$ cat src/rtl/puf_cls_pkg.sv
package puf_cls_pkg;
  typedef enum logic [1:0] {
    PH_IDLE   = 2'd0,
    PH_ENROLL = 2'd1,
    PH_CLASS  = 2'd2,
    PH_READY  = 2'd3
  } phase_t;
endpackage

$ cat src/rtl/puf_flip_bank.sv
module puf_flip_bank #(
  parameter int WORD_W    = 8,
  parameter int NUM_WORDS = 16,
  parameter int CNT_W     = 4,
  parameter int AW        = 4
) (
  input  logic                          clk,
  input  logic                          rst_n,
  input  logic                          clear,
  input  logic                          cap_ref,
  input  logic                          cap_cmp,
  input  logic [AW-1:0]                 addr,
  input  logic [WORD_W-1:0]             data,
  input  logic [CNT_W-1:0]              allow,
  output logic [NUM_WORDS*WORD_W-1:0]   stable_vec
);
  localparam logic [CNT_W-1:0] CNT_MAX = {CNT_W{1'b1}};

  function automatic logic [CNT_W-1:0] sat_inc(input logic [CNT_W-1:0] v);
    return (v == CNT_MAX) ? v : v + 1'b1;
  endfunction

  function automatic logic keep_bit(input logic [CNT_W-1:0] c, input logic [CNT_W-1:0] lim);
    return c <= lim;
  endfunction

  for (genvar w = 0; w < NUM_WORDS; w++) begin : g_word
    logic [WORD_W-1:0] ref_q;
    logic              hit;
    logic [WORD_W-1:0] diff;

    assign hit  = (addr == AW'(w));
    assign diff = ref_q ^ data;

    always_ff @(posedge clk or negedge rst_n) begin
      if (!rst_n)              ref_q <= '0;
      else if (cap_ref && hit) ref_q <= data;
    end

    for (genvar b = 0; b < WORD_W; b++) begin : g_bit
      logic [CNT_W-1:0] cnt_q;
      always_ff @(posedge clk or negedge rst_n) begin
        if (!rst_n)                        cnt_q <= '0;
        else if (clear)                    cnt_q <= '0;
        else if (cap_cmp && hit && diff[b]) cnt_q <= sat_inc(cnt_q);
      end
      assign stable_vec[w*WORD_W + b] = keep_bit(cnt_q, allow);
    end
  end
endmodule

$ cat src/rtl/puf_tally.sv
module puf_tally #(
  parameter int NUM_BITS = 128,
  parameter int TOT_W    = 8
) (
  input  logic [NUM_BITS-1:0] vec,
  output logic [TOT_W-1:0]    ones,
  output logic [TOT_W-1:0]    zeros
);
  function automatic logic [TOT_W-1:0] pop(input logic [NUM_BITS-1:0] v);
    logic [TOT_W-1:0] acc;
    acc = '0;
    for (int i = 0; i < NUM_BITS; i++) acc = acc + TOT_W'(v[i]);
    return acc;
  endfunction

  assign ones  = pop(vec);
  assign zeros = TOT_W'(NUM_BITS) - ones;
endmodule

$ cat src/rtl/puf_mask_reader.sv
module puf_mask_reader #(
  parameter int WORD_W    = 8,
  parameter int NUM_WORDS = 16,
  parameter int AW        = 4
) (
  input  logic                        clk,
  input  logic                        rst_n,
  input  logic                        go,
  input  logic                        abort,
  input  logic [NUM_WORDS*WORD_W-1:0] vec,
  output logic                        m_valid,
  input  logic                        m_ready,
  output logic [AW-1:0]               m_addr,
  output logic [WORD_W-1:0]           m_data,
  output logic                        m_last
);
  localparam logic [AW-1:0] LAST_IDX = AW'(NUM_WORDS - 1);

  logic          active_q;
  logic [AW-1:0] idx_q;

  always_ff @(posedge clk or negedge rst_n) begin
    if (!rst_n) begin
      active_q <= 1'b0;
      idx_q    <= '0;
    end else if (abort) begin
      active_q <= 1'b0;
      idx_q    <= '0;
    end else if (go) begin
      active_q <= 1'b1;
      idx_q    <= '0;
    end else if (active_q && m_ready) begin
      if (idx_q == LAST_IDX) active_q <= 1'b0;
      else                   idx_q    <= idx_q + 1'b1;
    end
  end

  assign m_valid = active_q;
  assign m_addr  = idx_q;
  assign m_data  = vec[idx_q*WORD_W +: WORD_W];
  assign m_last  = active_q && (idx_q == LAST_IDX);
endmodule

$ cat src/rtl/puf_stable_classifier.sv
module puf_stable_classifier
  import puf_cls_pkg::*;
#(
  parameter int WORD_W    = 8,
  parameter int NUM_WORDS = 16,
  parameter int CNT_W     = 4,
  parameter int SNAP_W    = 8,
  localparam int AW       = $clog2(NUM_WORDS),
  localparam int NUM_BITS = NUM_WORDS * WORD_W,
  localparam int TOT_W    = $clog2(NUM_BITS + 1)
) (
  input  logic              clk,
  input  logic              rst_n,
  input  logic              start,
  input  logic [SNAP_W-1:0] cfg_snaps,
  input  logic [CNT_W-1:0]  cfg_allow,
  input  logic              in_valid,
  input  logic [AW-1:0]     in_addr,
  input  logic [WORD_W-1:0] in_data,
  input  logic              snap_end,
  output logic              done,
  output logic [TOT_W-1:0]  stable_total,
  output logic [TOT_W-1:0]  unstable_total,
  input  logic              rd_start,
  output logic              mask_valid,
  input  logic              mask_ready,
  output logic [AW-1:0]     mask_addr,
  output logic [WORD_W-1:0] mask_data,
  output logic              mask_last
);
  phase_t            phase_q;
  logic [SNAP_W-1:0] snap_idx_q;
  logic [SNAP_W-1:0] n_cfg_q;
  logic [CNT_W-1:0]  allow_q;
  logic [NUM_BITS-1:0] stable_vec;
  logic [TOT_W-1:0]  ones_w, zeros_w;

  // named events for the checker
  logic word_taken, snap_closed, last_snap, class_fire, read_go;

  assign word_taken  = in_valid && (phase_q == PH_ENROLL) && !start;
  assign snap_closed = snap_end && (phase_q == PH_ENROLL) && !start;
  assign last_snap   = snap_closed && ({1'b0, snap_idx_q} + 1'b1 >= {1'b0, n_cfg_q});
  assign class_fire  = (phase_q == PH_CLASS) && !start;
  assign read_go     = rd_start && (phase_q == PH_READY) && !mask_valid && !start;

  puf_flip_bank #(.WORD_W(WORD_W), .NUM_WORDS(NUM_WORDS), .CNT_W(CNT_W), .AW(AW)) u_bank (
    .clk(clk), .rst_n(rst_n), .clear(start),
    .cap_ref(word_taken && (snap_idx_q == '0)),
    .cap_cmp(word_taken && (snap_idx_q != '0)),
    .addr(in_addr), .data(in_data), .allow(allow_q),
    .stable_vec(stable_vec)
  );

  puf_tally #(.NUM_BITS(NUM_BITS), .TOT_W(TOT_W)) u_tally (
    .vec(stable_vec), .ones(ones_w), .zeros(zeros_w)
  );

  puf_mask_reader #(.WORD_W(WORD_W), .NUM_WORDS(NUM_WORDS), .AW(AW)) u_reader (
    .clk(clk), .rst_n(rst_n), .go(read_go), .abort(start), .vec(stable_vec),
    .m_valid(mask_valid), .m_ready(mask_ready), .m_addr(mask_addr),
    .m_data(mask_data), .m_last(mask_last)
  );

  always_ff @(posedge clk or negedge rst_n) begin
    if (!rst_n) begin
      phase_q        <= PH_IDLE;
      snap_idx_q     <= '0;
      n_cfg_q        <= '0;
      allow_q        <= '0;
      done           <= 1'b0;
      stable_total   <= '0;
      unstable_total <= '0;
    end else begin
      done <= 1'b0;
      if (start) begin
        phase_q        <= PH_ENROLL;
        snap_idx_q     <= '0;
        n_cfg_q        <= (cfg_snaps == '0) ? SNAP_W'(1) : cfg_snaps;
        allow_q        <= cfg_allow;
        stable_total   <= '0;
        unstable_total <= '0;
      end else if (snap_closed) begin
        snap_idx_q <= snap_idx_q + 1'b1;
        if (last_snap) phase_q <= PH_CLASS;
      end else if (class_fire) begin
        stable_total   <= ones_w;
        unstable_total <= zeros_w;
        done           <= 1'b1;
        phase_q        <= PH_READY;
      end
    end
  end
endmodule

$ cat config.mk
export PLATFORM = sky130hd
export DESIGN_NAME = puf_stable_classifier
export DESIGN_NICKNAME = d
export VERILOG_FILES = /design/src/rtl/puf_cls_pkg.sv /design/src/rtl/puf_flip_bank.sv /design/src/rtl/puf_tally.sv /design/src/rtl/puf_mask_reader.sv /design/src/rtl/puf_stable_classifier.sv
export SDC_FILE = /design/constraint.sdc
export NUM_CORES = 2
export LEC_CHECK = 0
export ABC_AREA = 0
export ABC_CLOCK_PERIOD_IN_PS = 14700
export BUFFER_PORTS_ARGS = -buffer_cell sky130_fd_sc_hd__buf_4
export CORE_UTILIZATION = 45
export DETAILED_ROUTE_END_ITERATION = 10
export GPL_TIMING_DRIVEN = 1
export SYNTH_ARGS = -nofsm -noshare
export SYNTH_HDL_FRONTEND = slang
export SYNTH_SLANG_ARGS = --single-unit
$ cat constraint.sdc
create_clock -name clk -period 14.7 [get_ports clk]
set_clock_uncertainty 0.2 [all_clocks]
set_input_delay 2.94 -clock clk [delete_from_list [all_inputs] [get_ports clk]]
set_output_delay 2.94 -clock clk [all_outputs]
set_load 0.02 [all_outputs]
==> metrics.cfg <==
[synthesis]
synth_edf_count=0
synth_compound_area_share_pct=8.75
synth-xor-area-share_pct=9.81
ys.flop_type=dfrtp_1
synth.most_common_cell=dfrtp_1
synth_commonest_cells=dfrtp_1 (683), ha_1 (678), nor2_1 (550), inv_1 (333), nand2_1 (301)
async_flop_share_pct=100
ys_warn_count=0
synth_top_area_share_pct=36.0
syn_inst=4630
synthMuxAreaShare_pct=6.93
synth_top_family_by_area=adder cells
synth.avg_cell_area_um2=10.3
yosysTopAreaCell=dfrtp_1
synth.ff_latch_count=683
syn_area_um2=47500
synth_cell_types=60
synth-simple-area-share_pct=12.2
yosys-top-cells-area=dfrtp_1 (36%), ha_1 (18%), xnor2_1 (4.9%)
syn-num-nets=5454
seq_area_frac_synth_pct=36.0
synth_fa_ha_area_share_pct=22.7

[power]
p_total_w=0.0123
ir_drop_uv=1490
p_per_area_nw_per_um2=234
p_leak_nw=23.8

[worst_setup_path]
cp_top_family=adder cells
path_max_fanout=50
crit_top_cell=fa_1
crit_buf_inv=8
required_ps=15030
cp-end-kind=register
crit_type=register to register
arrival_ps=11140
startpoint_type=register
slowest_delay_ps=650
slowest_stage=buf_4

[placement]
hpwl_mm=84.8
dp.cells=5988
numPortBuffers=61
place_ws_ps=3880
place_congestion=0.934

[die]
io_pins=62
coreArea_um2=104000
initial_core_util_pct=45.7
die_w_um=327
die_area_um2=107000
rows=118
fp.dieH_um=327

[sta]
rsz0062_at_grt=false
setup_viol=0
finalCritPeriodShare_pct=73.5
setup_ws_ps=3890
fin_crit_ps=10810
setup_tns_ps=0
worst_slew_pin_slew_ps=1310
slew_viol_final=0
relSlewSlack_pct=12.5
hold_violations=0
max_freq_ghz=0.0925

[global_route]
antenna_found_initial=5
grt_usage_pct=23.3
grt_max_degree=160
grt_pass1_vias=33900
grt_first_pass_wirelength_mm=195
grt-ovfl-total=0

[route]
drc=0
wirelength_mm=123
drtPass1Iterations=5
drt_iter0_markers=1911
vias=34200
ant_nets=0
viasPerCell=5.58
wl_per_cell_um=20.1

[clock_network]
clock_latency_ps=660
postCtsHoldBufs=0
cts_tree=built
clk_path_buf_depth=3
clockRootBuffer=clkbuf_16
post_cts_buffers=0
path_clk_slew_ps=60
clock_sinks=683
cts_buffers=84
cts_max_level=3
cts.repair.resized=0

[cells_and_area]
syn_to_final_growth_pct=10.2
antenna-diode-count=0
finalNetCount=5518
final_layout_size_suffix_gt1_share_pct=8.83
stdcell_count=6136
final_util_pct=50.3

[run]
max_cap_violations=0

[hold_path]
hp-class=register to register

[outcome]
status=completed

layer usage:
layer,track usage (%),routed length [µm]
met5,0,33
met4,7.13,3680
met3,4.01,6250
met1,32.6,57800
met2,37.0,55500
per-stage QoR:
| step | cell area [µm²] | hold WS [ps] |
|---|---|---|
| floorplan | 47500 | 293 |
| global placement | 49600 | 301 |
| detailed placement | 49600 | 314 |
| CTS | 52400 | 329 |
| global route | 52400 | 338 |
| finish | 52400 | 325 |
worst paths after layout:
path / end / depth (start not counted) / slack (ps) / from
setup / recovery: unstable_total[7]$_DFFE_PN0P_ / 31 / 3890 / allow_q[1]$_DFFE_PN0P_
hold / removal: u_bank.g_word[11].ref_q[5]$_DFFE_PN0P_ / 1 / 320 / u_bank.g_word[11].ref_q[5]$_DFFE_PN0P_
setup reg to reg: unstable_total[7]$_DFFE_PN0P_ / 31 / 3890 / allow_q[1]$_DFFE_PN0P_
hold reg to reg: u_bank.g_word[11].ref_q[5]$_DFFE_PN0P_ / 1 / 320 / u_bank.g_word[11].ref_q[5]$_DFFE_PN0P_
max in group asynchronous: u_bank.g_word[8].ref_q[3]$_DFFE_PN0P_ / 4 / 9480 / rst_n
min in group asynchronous: stable_total[5]$_DFFE_PN0P_ / 1 / 2060 / rst_n
registers in the layout, summed over array words and instances, names as in the netlist:
register,flops
allow_q,4
done,1
n_cfg_q,8
phase_q,2
snap_idx_q,8
stable_total,8
u_bank.g_word.g_bit.cnt_q,512
u_bank.g_word.ref_q,128
u_reader.m_addr,4
u_reader.m_valid,1
unstable_total,7
report_power, final:
group | internal (W) | total [W] | switching, W
Clock | 0.00128 | 0.00212 | 0.000835
Combinational | 0.00335 | 0.00813 | 0.00478
Sequential | 0.00196 | 0.00201 | 0.0000560
kinds of logic after synthesis:
logic type,count (synthesis)
DFF,683
muxes,283
AOI/OAI and AO/OA,644
buffers and inverters,455
adders and majority gates,793
xor gates and xnor gates,532
and+or+nand+nor,1240
placed cells by master, fill, tap and decap left out, types with 5 or more instances in the layout:
cell and n:
nor2_1 550, inv_1 330, clkinv_2 14, or3_1 5, nand2_1 301, clkbuf_8 15
o221a_2 6, nand2b_1 8, mux2_2 129, dfrtp_1 681, inv_6 5, a21oi_1 259
a32oi_1 5, a221o_1 14, nor2b_1 65, a311oi_1 128, mux4_2 24, o2111ai_2 6
bufinv_16 6, a21o_1 7, a21boi_0 13, o2111ai_1 11, clkbuf_1 22, mux2i_1 130
ha_1 678, buf_4 95, o21ai_0 115, nand3_1 12, xnor2_1 268, xor2_1 264
nor2_2 12, clkbuf_16 89, and2_1 29, o211ai_1 58, fa_1 115, nand4_1 190
and4_1 44
layout make-up:
class / instances / area [µm²]
Tap cell: 1380 / 1730
Fill cell: 9571 / 51700
Clock buffer: 126 / 2520
Sequential cell: 683 / 17100
Inverter: 334 / 1270
Timing Repair Buffer: 99 / 783
Multi-Input combinational cell: 3492 / 28700
Clock inverter: 22 / 268
No activity file was read; power rests on OpenSTA's default activity.
